`src/rtl/gocf_pkg.sv`:
```
package gocf_pkg;
    typedef enum logic {
        FMT_UNSIGNED = 1'b0,
        FMT_TWOS     = 1'b1
    } fmt_e;
endpackage

```
`src/rtl/gocf_offset_stage.sv`:
```
module gocf_offset_stage
    import gocf_pkg::*;
#(
    parameter int DATA_W = 16,
    parameter int GAIN_W = 16,
    localparam int DIFF_W = DATA_W + 2
) (
    input  logic                     clk,
    input  logic                     rst_n,
    input  logic                     in_valid,
    input  logic [DATA_W-1:0]        in_data,
    input  logic [DATA_W-1:0]        fac_offset,
    input  logic [GAIN_W-1:0]        fac_gain,
    input  fmt_e                     fac_fmt,
    output logic                     s1_valid,
    output logic signed [DIFF_W-1:0] s1_diff,
    output logic [GAIN_W-1:0]        s1_gain,
    output fmt_e                     s1_fmt
);
    typedef struct packed {
        logic                     valid;
        logic signed [DIFF_W-1:0] diff;
        logic [GAIN_W-1:0]        gain;
        fmt_e                     fmt;
    } st_t;

    st_t st_d, st_q;

    always_comb begin
        st_d       = st_q;
        st_d.valid = in_valid;
        if (in_valid) begin
            // raw code is zero-extended, offset is sign-extended
            st_d.diff = $signed({2'b00, in_data})
                      - $signed({{2{fac_offset[DATA_W-1]}}, fac_offset});
            st_d.gain = fac_gain;
            st_d.fmt  = fac_fmt;
        end
    end

    always_ff @(posedge clk or negedge rst_n) begin
        if (!rst_n) begin
            st_q <= '{valid: 1'b0, diff: '0, gain: '0, fmt: FMT_UNSIGNED};
        end else begin
            st_q <= st_d;
        end
    end

    assign s1_valid = st_q.valid;
    assign s1_diff  = st_q.diff;
    assign s1_gain  = st_q.gain;
    assign s1_fmt   = st_q.fmt;

    // every accepted sample reaches the multiply stage next cycle
    p_accept_r2: assert property (@(posedge clk) disable iff (!rst_n)
        in_valid |=> s1_valid);
endmodule

```
`src/rtl/gocf_format.sv`:
```
module gocf_format
    import gocf_pkg::*;
#(
    parameter int DATA_W = 16
) (
    input  logic [DATA_W-1:0] code_i,
    input  fmt_e              fmt_i,
    output logic [DATA_W-1:0] data_o
);
    always_comb begin
        data_o = code_i;
        if (fmt_i == FMT_TWOS) begin
            data_o[DATA_W-1] = ~code_i[DATA_W-1];
        end
    end
endmodule

```
`src/rtl/gocf_gain_stage.sv`:
```
module gocf_gain_stage
    import gocf_pkg::*;
#(
    parameter int DATA_W    = 16,
    parameter int GAIN_W    = 16,
    parameter int GAIN_FRAC = 14,
    localparam int DIFF_W   = DATA_W + 2,
    localparam int PROD_W   = DIFF_W + GAIN_W + 1
) (
    input  logic                     clk,
    input  logic                     rst_n,
    input  logic                     s1_valid,
    input  logic signed [DIFF_W-1:0] s1_diff,
    input  logic [GAIN_W-1:0]        s1_gain,
    input  fmt_e                     s1_fmt,
    output logic                     out_valid,
    output logic [DATA_W-1:0]        out_data
);
    localparam logic signed [PROD_W-1:0] HALF_LSB  = PROD_W'(64'sd1 <<< (GAIN_FRAC - 1));
    localparam logic signed [PROD_W-1:0] CODE_MAX  = PROD_W'((64'sd1 <<< DATA_W) - 64'sd1);
    localparam logic signed [DIFF_W-1:0] DIFF_FULL = DIFF_W'((64'sd1 <<< DATA_W) - 64'sd1);
    localparam logic [GAIN_W-1:0]        UNITY     = GAIN_W'(1) << GAIN_FRAC;

    typedef struct packed {
        logic              valid;
        logic [DATA_W-1:0] data;
    } st_t;

    st_t st_d, st_q;

    logic signed [PROD_W-1:0] prod, rounded, scaled;
    logic [DATA_W-1:0]        code_sat, code_fmt;

    always_comb begin
        prod    = PROD_W'(s1_diff) * PROD_W'($signed({1'b0, s1_gain}));
        rounded = prod + HALF_LSB;
        scaled  = rounded >>> GAIN_FRAC;
        if (scaled[PROD_W-1]) begin
            code_sat = '0;
        end else if (scaled > CODE_MAX) begin
            code_sat = '1;
        end else begin
            code_sat = scaled[DATA_W-1:0];
        end
    end

    gocf_format #(.DATA_W(DATA_W)) i_format (
        .code_i (code_sat),
        .fmt_i  (s1_fmt),
        .data_o (code_fmt)
    );

    always_comb begin
        st_d       = st_q;
        st_d.valid = s1_valid;
        if (s1_valid) begin
            st_d.data = code_fmt;
        end
    end

    always_ff @(posedge clk or negedge rst_n) begin
        if (!rst_n) begin
            st_q <= '{valid: 1'b0, data: '0};
        end else begin
            st_q <= st_d;
        end
    end

    assign out_valid = st_q.valid;
    assign out_data  = st_q.data;

    // one output strobe per staged sample, none otherwise
    p_follow_r2: assert property (@(posedge clk) disable iff (!rst_n)
        s1_valid |=> out_valid);
    p_idle_r2: assert property (@(posedge clk) disable iff (!rst_n)
        !s1_valid |=> (!out_valid && $stable(out_data)));
    // negative difference clamps to the format minimum
    p_low_uns_r5: assert property (@(posedge clk) disable iff (!rst_n)
        (s1_valid && s1_diff[DIFF_W-1] && s1_fmt == FMT_UNSIGNED) |=> out_data == '0);
    p_low_twos_r5: assert property (@(posedge clk) disable iff (!rst_n)
        (s1_valid && s1_diff[DIFF_W-1] && s1_fmt == FMT_TWOS)
        |=> out_data == {1'b1, {(DATA_W-1){1'b0}}});
    // full-scale difference with gain at or above unity hits the maximum
    p_high_uns_r6: assert property (@(posedge clk) disable iff (!rst_n)
        (s1_valid && !s1_diff[DIFF_W-1] && s1_diff >= DIFF_FULL && s1_gain >= UNITY
         && s1_fmt == FMT_UNSIGNED) |=> out_data == '1);
    // unity gain passes an in-range difference unchanged
    p_unity_r3: assert property (@(posedge clk) disable iff (!rst_n)
        (s1_valid && s1_gain == UNITY && !s1_diff[DIFF_W-1] && s1_diff <= DIFF_FULL
         && s1_fmt == FMT_UNSIGNED) |=> out_data == $past(s1_diff[DATA_W-1:0]));
endmodule

```
`src/rtl/gain_offset_corrector.sv`:
```
module gain_offset_corrector
    import gocf_pkg::*;
#(
    parameter int DATA_W    = 16,
    parameter int GAIN_W    = 16,
    parameter int GAIN_FRAC = 14
) (
    input  logic              clk,
    input  logic              rst_n,
    input  logic              in_valid,
    input  logic [DATA_W-1:0] in_data,
    input  logic              cfg_wr,
    input  logic [DATA_W-1:0] cfg_offset,
    input  logic [GAIN_W-1:0] cfg_gain,
    input  logic              cfg_fmt,
    output logic              out_valid,
    output logic [DATA_W-1:0] out_data
);
    localparam int          DIFF_W     = DATA_W + 2;
    localparam logic [GAIN_W-1:0] GAIN_UNITY = GAIN_W'(1) << GAIN_FRAC;

    typedef struct packed {
        logic [DATA_W-1:0] offset;
        logic [GAIN_W-1:0] gain;
        fmt_e              fmt;
    } fac_t;

    fac_t fac_d, fac_q;

    always_comb begin
        fac_d = fac_q;
        if (cfg_wr) begin
            fac_d.offset = cfg_offset;
            fac_d.gain   = cfg_gain;
            fac_d.fmt    = fmt_e'(cfg_fmt);
        end
    end

    always_ff @(posedge clk or negedge rst_n) begin
        if (!rst_n) begin
            fac_q <= '{offset: '0, gain: GAIN_UNITY, fmt: FMT_UNSIGNED};
        end else begin
            fac_q <= fac_d;
        end
    end

    logic                     s1_valid;
    logic signed [DIFF_W-1:0] s1_diff;
    logic [GAIN_W-1:0]        s1_gain;
    fmt_e                     s1_fmt;

    gocf_offset_stage #(.DATA_W(DATA_W), .GAIN_W(GAIN_W)) i_offset (
        .clk        (clk),
        .rst_n      (rst_n),
        .in_valid   (in_valid),
        .in_data    (in_data),
        .fac_offset (fac_q.offset),
        .fac_gain   (fac_q.gain),
        .fac_fmt    (fac_q.fmt),
        .s1_valid   (s1_valid),
        .s1_diff    (s1_diff),
        .s1_gain    (s1_gain),
        .s1_fmt     (s1_fmt)
    );

    gocf_gain_stage #(.DATA_W(DATA_W), .GAIN_W(GAIN_W), .GAIN_FRAC(GAIN_FRAC)) i_gain (
        .clk       (clk),
        .rst_n     (rst_n),
        .s1_valid  (s1_valid),
        .s1_diff   (s1_diff),
        .s1_gain   (s1_gain),
        .s1_fmt    (s1_fmt),
        .out_valid (out_valid),
        .out_data  (out_data)
    );

    // a sample staged in a write cycle carries the factors in force before the write
    p_boundary_r9: assert property (@(posedge clk) disable iff (!rst_n)
        (in_valid && cfg_wr) |=> s1_gain == $past(fac_q.gain) && s1_fmt == $past(fac_q.fmt));
endmodule

```
`config.mk`:
```
export PLATFORM = sky130hd
export DESIGN_NAME = gain_offset_corrector
export DESIGN_NICKNAME = d
export VERILOG_FILES = /design/src/rtl/gocf_pkg.sv /design/src/rtl/gocf_offset_stage.sv /design/src/rtl/gocf_format.sv /design/src/rtl/gocf_gain_stage.sv /design/src/rtl/gain_offset_corrector.sv
export SDC_FILE = /design/constraint.sdc
export NUM_CORES = 1
export LEC_CHECK = 0
export ABC_AREA = 1
export BUFFER_PORTS_ARGS = -buffer_cell sky130_fd_sc_hd__buf_2
export CAP_MARGIN = 20
export CORE_MARGIN = 2
export CORE_UTILIZATION = 35
export DETAILED_ROUTE_END_ITERATION = 10
export GPL_TIMING_DRIVEN = 0
export SYNTH_ARGS = -nofsm -noshare
export SYNTH_HDL_FRONTEND = slang
export SYNTH_SLANG_ARGS = --single-unit
export TNS_END_PERCENT = 100
```
`constraint.sdc`:
```
create_clock -name clk -period 14.1 [get_ports clk]
set_clock_uncertainty 0.1 [all_clocks]
set_input_delay 2.115 -clock clk [delete_from_list [all_inputs] [get_ports clk]]
set_output_delay 2.115 -clock clk [all_outputs]
set_load 0.01 [all_outputs]
```
; Yosys cells after proc, flatten, opt, wreduce, memory -nomap -nowiden
; Cells that the tools add are included.
[classes]
magnitude_cmp = 1
bitwise_logic = 1
n_addsub = 2
n_mux = 3
n_mul = 1
[ops]
columns = operator, n
row1 = adder 35 x 15 -> 35 bit (second input constant), 1
row2 = multiplier 18 x 17 -> 35 bit, 1
row3 = 2-to-1 mux 16 bit, 2
row4 = > comparator 21 x 17 -> 1 bit (second input constant), 1
row5 = subtractor 17 x 16 -> 18 bit, 1
row6 = 2-to-1 mux 1 bit, 1
row7 = NOT 1 bit, 1
[totals]
regBits = 86
in_bits = 53
wordCells = 17
out_inout_bits = 17

; Logic depth before layout (Yosys ltp)
; Gate-level depths: netlist of run 1.
[depth]
word_depth = 7
ltp_mapped = 34
mapped_depth_nobuf = 32

; Modules after synthesis
; From an unflattened synthesis of run 1, not the netlist that was laid out.
[unflattened]
hier_cells = 2259
area_unflattened_um2 = 16950.0
[by_module_without_submodules]
columns = module, area_each_um2, n_inst, seq_area_each_um2, cells_per_inst
row1 = gocf_gain_stage, 13132.6, 1, 425.4, 1759
row2 = gocf_offset_stage, 2379.8, 1, 900.9, 340
row3 = gain_offset_corrector, 1306.3, 1, 827.0, 140
row4 = gocf_format, 131.4, 1, 0.0, 20

; Least setup slack after synthesis of run 1
; No wires, ideal clock.
[synth_timing]
kind = register to register
start = reg i_offset.st_q (netlist bit i_offset.s1_gain[3])
end = reg i_gain.st_q (netlist bit i_gain.out_data[5])
path_stages_with_launch = 23
setup_slack_ns = 7.906
setup_ns = 0.066
path_buffers = 3
t_required_ns = 13.934
synth_period_minus_slack_ns = 6.194
arrival_time_ns = 6.028
cell_sequence = dfrtp_1 clkbuf_1 clkbuf_1 nand2_1 fa_1 fa_1 inv_1 fa_1 fa_1 fa_1 inv_1 fa_1 inv_1 ha_1 a21o_1 o21ai_0 o211ai_1 a21oi_1 nand3_1 a21oi_4 buf_6 nand2_1 nand2_1
[synth_between]
elab_chain_len = 5
[synth_rtl]
columns = item, line_no
row1 = start: declaration, gocf_offset_stage.sv:27  ; st_t st_d, st_q;
row2 = start signal: assignment, gocf_offset_stage.sv:43  ; st_q <= '{valid: 1'b0, diff: '0, gain: '0, fmt: FMT_UNSIGNED};
row3 = start signal: assignment, gocf_offset_stage.sv:45  ; st_q <= st_d;
row4 = multiplier 18 x 17 -> 35 bit (*), gocf_gain_stage.sv:35  ; prod = PROD_W'(s1_diff) * PROD_W'($signed({1'b0, s1_gain}));
row5 = adder 35 x 15 -> 35 bit (*), gocf_gain_stage.sv:36  ; rounded = prod + HALF_LSB;
row6 = > comparator 21 x 17 -> 1 bit, gocf_gain_stage.sv:40  ; end else if (scaled > CODE_MAX) begin
row7 = 2-to-1 mux 16 bit, gocf_gain_stage.sv:40
row8 = 2-to-1 mux 16 bit (*), gocf_gain_stage.sv:38  ; if (scaled[PROD_W-1]) begin
row9 = end signal: assignment, gocf_gain_stage.sv:63  ; st_q <= '{valid: 1'b0, data: '0};
row10 = end signal: assignment, gocf_gain_stage.sv:65  ; st_q <= st_d;
row11 = end: declaration, gocf_gain_stage.sv:29  ; st_t st_d, st_q;
; Mark *: on every way between the ends. The rest lies on a longest branch, timed or not.
; A chain may end at the register's enable or synchronous reset.

; Final worst setup path of run 1
[layout_timing]
start = reg i_offset.st_q (netlist bit i_offset.s1_gain[4])
end = reg i_gain.st_q (netlist bit i_gain.out_data[14])
; Same word-level chain as after synthesis.

==> key figures, run 1 <==
Floorplanning
  • Rows: 78
  • IO Pins: 70
  • Die X: 218 microns
  • Die H: 218 microns
  • Die area: 0.0477 sq mm
  • Initial Utilization: 35.4%
  • Core Area: 0.0454 sq mm

Cells and area
  • Diode count: 0
  • Area Growth Syn to Fin: 8.89%
  • Layout cells sized above 1: 5.21%
  • Fin cells: 2788
  • Nets: 2647

Synth
  • Post-synthesis sequential element count: 86
  • Cells after Synth: 2103
  • Most used DFF post-synth: dfrtp_1
  • Synth async-reset ratio: 100%
  • Synthesized area: 0.0161 sq mm
  • Sequential share of the synthesized area: 13.4%
  • Yosys cell types: 39
  • Synth warnings: 0
  • Mapped Nets: 2567
  • Synthesized area per cell: 7.65 sq um
  • Post-synth EDFFs: 0

Setup path
  • Crit path capture type: flip-flop
  • Crit path launch type: flip-flop
  • Crit path buf inv count: 6
  • Critical Path Slowest Stage Cell: fa_1
  • CP Max Fanout: 10
  • Crit-path max cell delay: 720 ps
  • Top cell family by delay on the critical path: adder cells
  • CP required: 14260 ps
  • Type of the worst setup path: flip-flop to flip-flop
  • Arrival time of the worst setup path: 7640 ps
  • Worst path most repeated cell: nand2_1

Drt
  • Vias/cell: 4.62
  • Metal-1 WL: 17.0 mm
  • ANT nets after route: 0
  • Top sig layer: met4
  • DR WL/cell: 15.2 microns
  • Final wirelength: 42.3 mm
  • DR DRC count: 0
  • DR WL met2: 20.8 mm
  • Iteration-0 DRC Markers: 812
  • Drt pass-1 iters: 6
  • Met3 WL: 2.18 mm
  • Vias: 12893

CTS
  • Hold buffers post-CTS: 0
  • Clock root buffer: clkbuf_16
  • CTS tree: built
  • Worst-path clk slew: 70 ps
  • Latest clock arrival within the worst-skew pair: 370 ps
  • CTS max path bufs: 2
  • Post-CTS sizing: 0
  • Setup Fix Bufs, Post-CTS: 0
  • CTS sink cnt: 86
  • H-tree depth: 3
  • CTS buffer count: 9

STA
  • Rel. slew slack: 34.1%
  • Final Max Slew Viols: 0
  • # setup viols final: 0
  • Hold_ws: 318 ps
  • Worst slew pin tran: 988 ps
  • Post-route minimum period: 7490 ps
  • Period utilization: 53.1%
  • Hold Violations, Final: 0
  • Achievable Freq: 134 MHz
  • Setup TNS: 0 ps
  • RSZ-0062 raised after global routing: no

Global route
  • Initial antenna violation count: 0
  • GRT Total Usage: 19.2%
  • Vias in the first global route: 13932
  • Overflow after GRT: 0
  • First-pass GRT wire length: 70.7 mm
  • Largest net degree at the start of global routing: 67

Place
  • Final GP Congestion: 0.913
  • Placed Instances: 2772
  • HPWL after DPL: 35.3 mm
  • I/O Buffers: 68

Worst hold path
  • Worst hold path class: flip-flop to flip-flop

Job
  • Maxcap violations: 0

Outcome
  • Status: finished, final reports clean
[cells in the mapped netlist, drive strengths merged, types with 2 or more instances]
| library cell | n | area (sq um) |
|---|---|---|
| nor2 | 57 | 234 |
| inv | 664 | 2490 |
| nand3 | 33 | 185 |
| o21bai | 7 | 52.6 |
| fa | 293 | 5870 |
| mux2 | 3 | 33.8 |
| a21oi | 45 | 236 |
| o21ai | 77 | 385 |
| nor3 | 6 | 30.0 |
| nand3b | 2 | 15.0 |
| nand4 | 2 | 12.5 |
| a21o | 6 | 45.0 |
| a31oi | 2 | 12.5 |
| xnor2 | 19 | 166 |
| xor2 | 10 | 87.6 |
| ha | 118 | 1480 |
| clkbuf | 78 | 293 |
| buf | 6 | 41.3 |
| or2 | 2 | 12.5 |
| dfrtp | 85 | 2130 |
| nand2 | 579 | 2190 |
[flip-flops by register name (all words and copies together) (netlist names)]
register,count
i_offset.s1_fmt,1
fac_q,33
i_offset.s1_valid,1
i_offset.s1_diff,18
i_gain.out_valid,1
i_gain.out_data,16
i_offset.s1_gain,16
[layer usage]
layer,GRT usage [%],vias to the layer above
met4,9.80,0
met2,33.9,362
met1,23.2,6362
met5,0,-
li1,-,6073
met3,2.05,96
[final timing paths]
path / depth (start not counted) / startpoint / end / slack [ps]
hold / removal: 0 / i_offset.s1_valid$_DFF_PN0_ / i_gain.out_valid$_DFF_PN0_ / 320
hold reg to reg: 0 / i_offset.s1_valid$_DFF_PN0_ / i_gain.out_valid$_DFF_PN0_ / 320
max in group asynchronous: 2 / rst_n / fac_q[15]$_DFFE_PN1P_ / 11670
min in group asynchronous: 1 / rst_n / i_offset.s1_gain[0]$_DFFE_PN0P_ / 1540
setup / recovery: 27 / i_offset.s1_gain[4]$_DFFE_PN0P_ / i_gain.out_data[14]$_DFFE_PN0P_ / 6610
setup reg to reg: 27 / i_offset.s1_gain[4]$_DFFE_PN0P_ / i_gain.out_data[14]$_DFFE_PN0P_ / 6610
[cell usage in the layout, fill, tap and decap left out, drive strengths merged, types with 4 or more instances in the layout]
cell | Yosys | routed
buf | 6 | 75
a21o | 6 | 6
nor2 | 57 | 57
xnor2 | 19 | 19
nand2 | 579 | 579
ha | 118 | 118
clkinv | 1 | 4
o21ai | 77 | 77
nand3 | 33 | 33
dfrtp | 85 | 85
inv | 664 | 665
xor2 | 10 | 10
nor3 | 6 | 6
fa | 293 | 293
o21bai | 7 | 7
a21oi | 45 | 45
clkbuf | 78 | 88
[layout make-up]
| class | instances | area, sq um |
|---|---|---|
| repair buffers | 69 | 370 |
| clock buffers | 10 | 239 |
| clock inverters | 6 | 68.8 |
| plain buffers | 84 | 334 |
| fillers | 4798 | 27900 |
| well taps | 600 | 751 |
| inverters | 665 | 2500 |
| flip-flops and latches | 86 | 2150 |
| multi-input cells | 1268 | 11100 |
[stage by stage]
step	utilization, %	cell area [sq um]	worst slack [ps]
3_5_place_dp	37.9	17200	6690
4_1_cts	38.6	17500	6600
2_1_floorplan	-	16100	7910
5_1_grt	38.6	17500	6120
3_3_place_gp	37.8	17200	6700
6_report	38.6	17500	6610
[cell families after synthesis]
logic type | Yosys count | synth area share [%]
simple gates | 683 | 16.8
flops | 86 | 13.4
fa+ha+maj | 411 | 45.7
xor+xnor | 29 | 1.58
buf+inv | 749 | 17.6
mux | 3 | 0.210
compound gates | 142 | 4.79
Power of run 1 is not shown: default switching activity piles up to over one toggle a cycle in this logic, so the estimate is an artifact.
==> inputs of run 2 (changes only) <==
==> constraint.sdc (replaced) <==
create_clock -name clk -period 7.4 [get_ports clk]
set_clock_uncertainty 0.1 [all_clocks]
set_input_delay 1.11 -clock clk [delete_from_list [all_inputs] [get_ports clk]]
set_output_delay 1.11 -clock clk [all_outputs]
set_load 0.01 [all_outputs]
==> key figures, run 2 (same netlist as run 1, synthesis figures left out) <==
Outcome
  • Status: finished, final reports clean

STA
  • Hold Violations, Final: 0 (unchanged)
  • Worst slew pin tran: 976 ps (-11.9 ps)
  • # setup viols final: 0 (unchanged)
  • Period utilization: 94.5% (+41 points)
  • Post-route minimum period: 6990 ps (-495 ps)
  • Achievable Freq: 143 MHz (+7.1%)
  • RSZ-0062 raised after global routing: no
  • Rel. slew slack: 34.9% (+0.79 points)
  • Hold_ws: 317 ps (-0.388 ps)
  • Final Max Slew Viols: 0 (unchanged)

Setup path
  • Worst R2R Path Depth: 29 (+7.4%)
  • Type of the worst setup path: flip-flop to flip-flop
  • Worst path most repeated cell: nand2_1
  • Crit path launch type: flip-flop
  • CP required: 7560 ps (-6700 ps)
  • Crit path capture type: flip-flop
  • CP Max Fanout: 10 (unchanged)
  • Critical Path Slowest Stage Cell: fa_1
  • Crit-path max cell delay: 610 ps (-110 ps)
  • Arrival time of the worst setup path: 7150 ps (-490 ps)

Drt
  • Vias/cell: 4.61 (-0.41%)
  • DR DRC count: 0 (unchanged)
  • Met3 WL: 1.97 mm (-9.7%)
  • Iteration-0 DRC Markers: 782 (-3.7%)
  • Metal-1 WL: 17.2 mm (+1.1%)
  • DR WL/cell: 15.2 microns (+0.26%)
  • DR WL met2: 20.8 mm (about the same)
  • Drt pass-1 iters: 5 (-1)
  • Final wirelength: 42.3 mm (about the same)
  • Top sig layer: met4
  • ANT nets after route: 0 (unchanged)
  • Vias: 12803 (-0.70%)

Global route
  • Overflow after GRT: 0 (unchanged)
  • First-pass GRT wire length: 70.7 mm (about the same)
  • Largest net degree at the start of global routing: 67 (unchanged)
  • Vias in the first global route: 13944 (+0.086%)
  • Initial antenna violation count: 0 (unchanged)
  • GRT Total Usage: 19.2% (about the same)

Cells and area
  • Layout cells sized above 1: 6.06% (+0.84 points)
  • Area Growth Syn to Fin: 8.84% (about the same)
  • Nets: 2639 (-0.30%)
  • Biggest register: fac_q
  • Commonest non-fill, non-tap cell in the layout: inv_1
  • Largest register FFs: 33 (unchanged)
  • Fill cells: 4798 (unchanged)
  • Final Util: 38.6% (about the same)
  • Reg area: 0.00216 sq mm (+0.17%)
  • Diode count: 0 (unchanged)
  • Multi-input combinational cell area: 0.0111 sq mm (unchanged)
  • Most frequent cells in the layout: 663 x inv_1, 571 x nand2_1, 293 x fa_1, 118 x ha_1, 82 x dfrtp_1
  • Fin cells: 2780 (-0.29%)
  • Largest regs: fac_q: 33 flops, i_offset.s1_diff: 18 flops

CTS
  • CTS tree: built
  • Clock root buffer: clkbuf_16
  • Latest clock arrival within the worst-skew pair: 370 ps (about the same)
  • H-tree depth: 3 (unchanged)
  • CTS sink cnt: 86 (unchanged)
  • CTS max path bufs: 2 (unchanged)
  • Setup Fix Bufs, Post-CTS: 0 (unchanged)
  • Worst-path clk slew: 70 ps (about the same)
  • CTS buffer count: 9 (unchanged)

Worst hold path
  • Worst hold path class: flip-flop to flip-flop
  • Hold path cells: 0 (unchanged)

Place
  • HPWL after DPL: 35.3 mm (unchanged)
  • Final GP Congestion: 0.913 (unchanged)
  • Placed Instances: 2772 (unchanged)
  • I/O Buffers: 68 (unchanged)

Floorplanning
  • Die X: 218 microns (unchanged)
  • IO Pins: 70 (unchanged)
  • Die area: 0.0477 sq mm (unchanged)
  • Rows: 78 (unchanged)
  • Die H: 218 microns (unchanged)
  • Initial Utilization: 35.4% (unchanged)
  • Core Area: 0.0454 sq mm (unchanged)

Job
  • Maxcap violations: 0 (unchanged)
-- run 2: changes by cell type in the layout (fill, tap and decap cells not counted), sizes merged --
cell    delta
clkbuf     -8
-- run 2: worst paths after layout --
check	start	to	slack [ps]
min in group asynchronous	rst_n	i_offset.s1_gain[0]$_DFFE_PN0P_	530
worst max-delay path	i_offset.s1_gain[10]$_DFFE_PN0P_	i_gain.out_data[14]$_DFFE_PN0P_	410
worst max register to register	i_offset.s1_gain[10]$_DFFE_PN0P_	i_gain.out_data[14]$_DFFE_PN0P_	410
worst min register to register	i_offset.s1_valid$_DFF_PN0_	i_gain.out_valid$_DFF_PN0_	320
worst min-delay path	i_offset.s1_valid$_DFF_PN0_	i_gain.out_valid$_DFF_PN0_	320
max in group asynchronous	rst_n	fac_q[15]$_DFFE_PN1P_	5980
-- run 2: final cells by class --
type                            instances  area share, %
Inverter                              665           14.3
Clock inverter                          6          0.393
Multi-Input combinational cell       1268           63.4
Buffer                                 76           1.84
Tap cell                              600           4.29
Sequential cell                        86           12.3
Timing Repair Buffer                   69           2.12
Clock buffer                           10           1.37
-- run 2: worst max-delay path, delay by kind of cell (launching register included) --
family	cells	cell delay [ps]
adders and majority gates	7	3460
and+or+nand+nor	14	1490
buffers and inverters	8	1480
DFF	1	320
-- run 2: per-layer routing --
| metal | global-route usage, % | vias up |
|---|---|---|
| met5 | 0 | - |
| met4 | 9.84 | 0 |
| met3 | 2.05 | 95 |
| met2 | 34.0 | 347 |
| met1 | 23.2 | 6306 |
| li1 | - | 6055 |
-- run 2: through the flow --
step / setup TNS [ps] / instance area, sq um / worst slack [ps]
final: 0 / 17500 / 409
after CTS: 0 / 17500 / 59.6
after global routing: 0 / 17500 / 20.4
after global placement: 0 / 17200 / 3.39
after floorplan: 0 / 16100 / 1210
after detailed placement: -5.12 / 17200 / -5.12
-- run 2: timing repair --
action | CTS | global route
setup endpoints to repair | 13 | 16
hold buffers | 0 | 0
gates resized for setup | 2 | 29
Power of run 2 is left out for the same reason.
